`src/rtl/btm_pkg.sv`:
```
// Package: shared types for the bit test and modify unit.
// Assumes: operation encoding is fixed by the instruction decoder.
package btm_pkg;
    typedef enum logic [1:0] {
        BOP_TEST = 2'b00,
        BOP_COMP = 2'b01,
        BOP_CLR  = 2'b10,
        BOP_SET  = 2'b11
    } bop_e;
endpackage

```
`src/rtl/btm_index.sv`:
```
// Module: btm_index
// Picks the bit index source and reduces it modulo the operand width.
// Assumes: wide width is a power of two and twice the narrow width.
module btm_index #(
    parameter int WIDE   = 32,
    parameter int NARROW = 16,
    parameter int IMM_W  = 8,
    localparam int KW    = $clog2(WIDE),
    localparam int NKW   = $clog2(NARROW)
) (
    input  logic             idx_from_reg,
    input  logic             is_wide,
    input  logic [IMM_W-1:0] imm_idx,
    input  logic [WIDE-1:0]  reg_idx,
    output logic [KW-1:0]    bit_k
);
    logic [KW-1:0] raw_k;

    // Select the index source and keep only its low bits.
    always_comb begin
        raw_k = idx_from_reg ? reg_idx[KW-1:0] : imm_idx[KW-1:0];
        bit_k = is_wide ? raw_k : {{(KW-NKW){1'b0}}, raw_k[NKW-1:0]};
    end
endmodule

```
`src/rtl/btm_modify.sv`:
```
// Module: btm_modify
// Reads the addressed bit and builds the modified operand.
// Assumes: index already reduced to the operand width.
module btm_modify
    import btm_pkg::*;
#(
    parameter int WIDE   = 32,
    parameter int NARROW = 16,
    localparam int KW    = $clog2(WIDE)
) (
    input  logic [WIDE-1:0] dst,
    input  logic            is_wide,
    input  logic [KW-1:0]   bit_k,
    input  logic [1:0]      op,
    output logic [WIDE-1:0] new_val,
    output logic            tested,
    output logic            writes
);
    logic [WIDE-1:0] masked;
    logic [WIDE-1:0] onehot;

    // Mask the operand to its width and form the one-hot select.
    always_comb begin
        masked = is_wide ? dst : {{(WIDE-NARROW){1'b0}}, dst[NARROW-1:0]};
        onehot = {{(WIDE-1){1'b0}}, 1'b1} << bit_k;
    end

    // Apply the operation to the selected bit only.
    always_comb begin
        tested = masked[bit_k];
        writes = (op != BOP_TEST);
        unique case (bop_e'(op))
            BOP_TEST: new_val = masked;
            BOP_COMP: new_val = masked ^ onehot;
            BOP_CLR:  new_val = masked & ~onehot;
            default:  new_val = masked | onehot;
        endcase
    end

    // Immediate checks: only the selected bit may differ.
    always_comb begin
        assert ((new_val & ~onehot) == (masked & ~onehot)) else $error("assert_other_bits_R8");
        if (op == BOP_SET) assert (new_val[bit_k]) else $error("assert_set_bit_R8");
    end
endmodule

```
`src/rtl/bit_test_modify.sv`:
```
// Module: bit_test_modify (top)
// Bit test with optional complement/reset/set of the tested bit; one-cycle registered result.
// Assumes: one operation per start pulse; outputs hold between starts.
module bit_test_modify #(
    parameter int WIDE   = 32,
    parameter int NARROW = 16,
    parameter int IMM_W  = 8,
    localparam int KW    = $clog2(WIDE)
) (
    input  logic             clk,
    input  logic             rst_n,
    input  logic             start,
    input  logic [1:0]       op,
    input  logic             is_wide,
    input  logic             idx_from_reg,
    input  logic [IMM_W-1:0] imm_idx,
    input  logic [WIDE-1:0]  reg_idx,
    input  logic [WIDE-1:0]  dst_in,
    output logic [WIDE-1:0]  result,
    output logic             wr_en,
    output logic             carry,
    output logic             done
);
    logic [KW-1:0]   bit_k;
    logic [WIDE-1:0] new_val;
    logic            tested;
    logic            writes;

    btm_index #(.WIDE(WIDE), .NARROW(NARROW), .IMM_W(IMM_W)) u_index (
        .idx_from_reg(idx_from_reg),
        .is_wide     (is_wide),
        .imm_idx     (imm_idx),
        .reg_idx     (reg_idx),
        .bit_k       (bit_k)
    );

    btm_modify #(.WIDE(WIDE), .NARROW(NARROW)) u_modify (
        .dst    (dst_in),
        .is_wide(is_wide),
        .bit_k  (bit_k),
        .op     (op),
        .new_val(new_val),
        .tested (tested),
        .writes (writes)
    );

    // Register results on start; hold otherwise.
    always_ff @(posedge clk) begin
        if (!rst_n) begin
            result <= '0;
            wr_en  <= 1'b0;
            carry  <= 1'b0;
            done   <= 1'b0;
        end else begin
            done <= start;
            if (start) begin
                result <= new_val;
                wr_en  <= writes;
                carry  <= tested;
            end
        end
    end

    assert_done_R2: assert property (@(posedge clk) disable iff (!rst_n)
        start |=> done);
    assert_done_only_R2: assert property (@(posedge clk) disable iff (!rst_n)
        !start |=> !done);
    assert_hold_R10: assert property (@(posedge clk) disable iff (!rst_n)
        !start |=> ($stable(result) && $stable(carry) && $stable(wr_en)));
    assert_test_nowrite_R6: assert property (@(posedge clk) disable iff (!rst_n)
        (start && op == 2'b00) |=> !wr_en);
    assert_modify_write_R9: assert property (@(posedge clk) disable iff (!rst_n)
        (start && op != 2'b00) |=> wr_en);
    assert_narrow_upper_R4: assert property (@(posedge clk) disable iff (!rst_n)
        (start && !is_wide) |=> (result[WIDE-1:NARROW] == '0));
endmodule

```
`config.mk`:
```
export PLATFORM = sky130hd
export DESIGN_NAME = bit_test_modify
export DESIGN_NICKNAME = d
export VERILOG_FILES = /design/src/rtl/btm_pkg.sv /design/src/rtl/btm_index.sv /design/src/rtl/btm_modify.sv /design/src/rtl/bit_test_modify.sv
export SDC_FILE = /design/constraint.sdc
export NUM_CORES = 1
export LEC_CHECK = 0
export BUFFER_PORTS_ARGS = -buffer_cell sky130_fd_sc_hd__buf_2
export CAP_MARGIN = 40
export CORE_ASPECT_RATIO = 0.75
export CORE_MARGIN = 3
export CORE_UTILIZATION = 35
export DETAILED_ROUTE_END_ITERATION = 10
export HOLD_SLACK_MARGIN = 0.02
export PLACE_DENSITY = 0.68
export SYNTH_ARGS = -nofsm -noshare
export SYNTH_HDL_FRONTEND = slang
export SYNTH_SLANG_ARGS = --single-unit
```
`constraint.sdc`:
```
create_clock -name clk -period 2.71 [get_ports clk]
set_clock_uncertainty 0.05 [all_clocks]
set_input_delay 0.4065 -clock clk [delete_from_list [all_inputs] [get_ports clk]]
set_output_delay 0.4065 -clock clk [all_outputs]
set_load 0.03 [all_outputs]
```
Yosys cells after proc, flatten, opt, wreduce, memory -nomap -nowiden
Index checks and enable logic that the tools add are counted.
{ "op_classes": {"eq_ne": 2, "muxes": 6, "magnitude_cmp": 1, "n_reduce_logical": 2, "shift": 1, "bitwise_logic": 4} }
{ "op_table": {"columns": ["cell", "count"], "rows": [
  ["one-hot mux 32 bit (3 select lines)", 1],
  ["AND 32 bit", 1],
  ["2-to-1 mux 32 bit", 1],
  ["NOT 32 bit", 1],
  ["bitwise OR 32 bit", 1],
  ["left shift 1 x 5 -> 32 bit (first input constant)", 1],
  ["XOR 32 bit", 1],
  ["2-to-1 mux 5 bit", 2],
  ["< comparator 5 x 6 -> 1 bit (second input constant)", 1],
  ["binary-select mux 1 bit (select 5 bit)", 1],
  ["== test 2 x 1 -> 1 bit (second input constant)", 1],
  ["== test 2 bit (second input constant)", 1],
  ["logical NOT 2 bit", 1],
  ["nonzero test 2 bit", 1],
  ["2-to-1 mux 1 bit", 1]
]} }
{ "word_totals": {"ff_bits": 35, "out_inout_bits": 35, "word_cells": 20} }

Longest topological paths before layout
{ "logic_depth": {"depth_word": 6, "ltp_mapped": 12} }

Modules after synthesis
A second synthesis with hierarchy kept.
{ "unflattened": {"cells_unflattened": 442, "hier_area_um2": 3802.4} }
{ "by_module_without_submodules": {"columns": ["module", "n_inst", "seq_area_each_um2", "cells_each", "area_per_inst_um2"], "rows": [
  ["btm_modify", 1, 0.0, 325, 2398.6],
  ["bit_test_modify", 1, 700.7, 111, 1342.5],
  ["btm_index", 1, 0.0, 6, 61.3]
]} }

Worst setup path after synthesis
No wires, ideal clock.
{ "synth_path": {"path_type": "input port to flip-flop", "start": "in idx_from_reg", "end": "reg result[15]", "n_path_buf": 3, "setup_slack_ns": 0.245, "path_stages": 10, "arrival_time_ns": 2.298, "cell_sequence": "buf_6 buf_4 o21ai_0 buf_2 nor2b_1 nand2_1 ha_1 mux4_2 mux2i_1 nor2b_1"} }
{ "synth_between": {"elab_chain_len": 6, "elab_cells_between_ends": 8, "classes_between": "shift: 1; mux: 3; bitwise: 4"} }
{ "synth_rtl": {"columns": ["item", "line_no", "rtl"], "rows": [
  ["start, declared", "bit_test_modify.sv:15", "input logic idx_from_reg,"],
  ["2-to-1 mux 5 bit *", "btm_index.sv:21", "raw_k = idx_from_reg ? reg_idx[KW-1:0] : imm_idx[KW-1:0];"],
  ["2-to-1 mux 5 bit *", "btm_index.sv:22", "bit_k = is_wide ? raw_k : {{(KW-NKW){1'b0}}, raw_k[NKW-1:0]};"],
  ["left shift 1 x 5 -> 32 bit *", "btm_modify.sv:25", "onehot = {{(WIDE-1){1'b0}}, 1'b1} << bit_k;"],
  ["NOT 32 bit", "btm_modify.sv:35", "BOP_CLR: new_val = masked & ~onehot;"],
  ["AND 32 bit", "btm_modify.sv:35", null],
  ["one-hot mux 32 bit (3 select lines) *", "btm_modify.sv:32", "unique case (bop_e'(op))"],
  ["end signal, assigned", "bit_test_modify.sv:57", "result <= new_val;"],
  ["end, declared", "bit_test_modify.sv:19", "output logic [WIDE-1:0] result,"]
]} }
Mark *: on every way between the ends. The rest lies on a longest branch, timed or not.
A chain may end at the register's enable or synchronous reset.

Final worst setup path
{ "layout_path": {"start": "in idx_from_reg", "end": "reg result[22]"} }
Same word-level chain as after synthesis.

==> qor.txt <==
Root buf cell = clkbuf_16
Number of synthesized flops with an enable pin = 0
RSZ-0062 raised after global routing = false
Sequential share of the synthesized area = 18.4%
Sink Count = 35
CP startpoint kind = input pin
Row cnt = 32
H-tree levels = 2
Setup crit start = idx_from_reg
# DRC = 0
Pin count of the biggest net entering global routing = 57
Mux contribution to synthesized area = 19.2%
Metal3 WL = 712 um
Hold path endpoint = result[20]$_SDFFE_PN0P_
Flops & latches, synth = 35
# Post-CTS Setup Buffers = 0
Hold path start = result[20]$_SDFFE_PN0P_
Die Y = 96.3 um
Top_reg_cell synth = dfxtp_1
Top layer in use = met5
Max clock buf depth = 2
Maximum vdd ir drop = 0.000253 V
Worst r2r dst = carry$_SDFFE_PN0P_
Mapped Area = 3800 um2
Max-Cap Viols = 0
XOR/XNOR share of the synthesized area = 0%
Die width = 126 um
Most frequent cells in the layout = 83 x buf_2, 64 x ha_1, 59 x nand2_1
Wire per inst = 15.4 um
Min-Delay Path Class = flip-flop to flip-flop
Total power = 1.75 mW
Drt initial violations = 233
Vias in the first global route = 3592
Total Wirelength = 10.4 mm
Distinct cells, synth = 36
Antenna-violating nets left = 0
Hold Slack = 0.465 ns
Reg2reg setup slack = 1.86 ns
Antenna cell count = 0
Ys async rst share = 0%
Final setup viols = 0
Worst Reg-to-Reg Cells = 2
Critical Path End Type = flip-flop
Syn. warnings = 0
Starting density of the core = 36.4%
Worst-Margin Slew = 0.686 ns
Reg2reg start = carry$_SDFFE_PN0P_
Syn Area/Cell = 8.23 um2
Via density per instance = 5.21
Reg clk slew, reported paths = 0.05 ns
Pre-antenna DRT Iters = 5
Peak Freq = 0.404 GHz
Most common cell after layout, fill and taps aside = buf_2
Hold Crit Depth = 2
CTS tree = yes
Mapped Cells = 462
GP Congestion = 0.862
Area grow syn2layout = 18.9%
P per Cell Area = 388 nW/um2
Final setup TNS = 0 ns
CP Max Fanout = 9
Status = finished clean
Slew Viols, Final = 0
Largest family of logic cells by synthesized area = adder cells
Core Box Area = 10500 um2
Port bufs = 83
Final Cycle Share = 91.3%
IO Count = 114
Critical path class = input pin to flip-flop
Post-synthesis simple-gate area fraction = 18.4%
Final Hold Vio Count = 0
Slew headroom = 54.2%
Worst EP arrival = 2.59 ns
Total CTS buffers = 5
Share of cells above drive strength 1 = 23.7%
First-pass GRT wire length = 17.1 mm
Data required, critical path = 2.83 ns
Leak pwr = 2.24 nW
WL met1 = 4.76 mm
Met2 Wirelength = 4.71 mm
Final core utilization = 43.2%
Initial antenna violation count = 1
Die ar. = 12200 um2
Minimum clock period after layout = 2.47 ns
Total GRT Usage = 17.2%
Clk_lat worst skew = 0.28 ns
Vias = 3525
Total gr overflow = 0
Adder-cell share of the synthesized area = 21.1%
Hpwl dp = 8.04 mm
Syn nets = 605
Synth Area in Compound Gates = 13.7%
Nets = 682
registers in the layout, indices dropped and copies added (netlist names):
| name | count |
|---|---|
| result | 32 |
| carry | 1 |
| wr_en | 1 |
| done | 1 |
power breakdown:
| group | internal [mW] | switching, mW |
|---|---|---|
| combinational | 0.245 | 0.362 |
| sequential | 0.555 | 0.0201 |
| clock | 0.341 | 0.231 |
| total | 1.14 | 0.613 |
layer usage:
| layer | global-route usage (%) | vias to the layer above |
|---|---|---|
| met2 | 29.4 | 126 |
| met1 | 22.0 | 1627 |
| met5 | 0 | - |
| li1 | - | 1742 |
| met3 | 3.99 | 28 |
| met4 | 4.91 | 2 |
cells by family (layout without fill, tap and decap cells):
kind of cell    Yosys count  after routing
simple gates            149            149
buf+inv                  81            159
compound gates           80             80
fa+ha+maj                64             64
mux                      53             53
flops                    35             35
cell type report:
class / instances / area [um2]
fill: 1030 / 5930
multi-input combinational: 346 / 2750
sequential: 35 / 701
timing repair buffer: 103 / 578
inverter: 48 / 180
tap: 136 / 170
clock buffer: 7 / 133
clock inverter: 1 / 5.00
worst max-delay path by stage:
stage                     cells past startpoint  slack, ns                 endpoint
final                                        10       0.24  result[22]$_SDFFE_PN0P_
after detailed placement                      9      -0.14  result[15]$_SDFFE_PN0P_
after floorplan                              10       0.25  result[15]$_SDFFE_PN0P_
after global placement                        9       0.01  result[12]$_SDFFE_PN0P_
after CTS                                     9       0.15  result[15]$_SDFFE_PN0P_
after global routing                         11     0.0002  result[16]$_SDFFE_PN0P_
synthesized netlist by cell type, types with 2 or more instances:
cell       number  share of area (%)
ha_1           64                 21
nand2_1        59                5.8
inv_1          48                4.7
nor2b_1        37                6.1
mux2i_1        36                9.5
dfxtp_1        35                 18
nor2_1         27                2.7
a21oi_1        20                2.6
nand3_1        20                2.6
a211oi_1       19                3.8
o21ai_0        18                2.4
buf_2          16                2.1
mux4_2         16                9.5
clkbuf_1        9               0.89
a22oi_1         6                1.2
buf_4           3               0.59
o2111ai_1       3               0.69
a222oi_1        2               0.53
a22o_1          2               0.46
a31oi_1         2               0.33
and2_1          2               0.33
buf_1           2               0.20
buf_6           2               0.59
o211ai_1        2               0.39
critical path, cell delays in order:
cell	delay [ns]
buf_2	0.20
mux2_2	0.40
nor2_1	0.37
buf_4	0.22
nand3_1	0.12
ha_1	0.32
a211oi_1	0.24
a21oi_1	0.09
mux2i_1	0.17
nor2b_1	0.06
what timing repair did:
item | in CTS | in global routing
hold buffers | 0 | 0
resized for setup | 0 | 1
endpoints found under the setup margin | 0 | 1
per-stage QoR:
step / setup WS (ns) / std cells / area, um2
2_1_floorplan: 0.245 / 462 / 3800
3_3_place_gp: 0.0150 / 668 / 4380
3_5_place_dp: -0.138 / 668 / 4380
4_1_cts: 0.149 / 676 / 4520
5_1_grt: 0.000197 / 676 / 4520
6_report: 0.236 / 676 / 4520
Power figures use the tool's default switching activity.
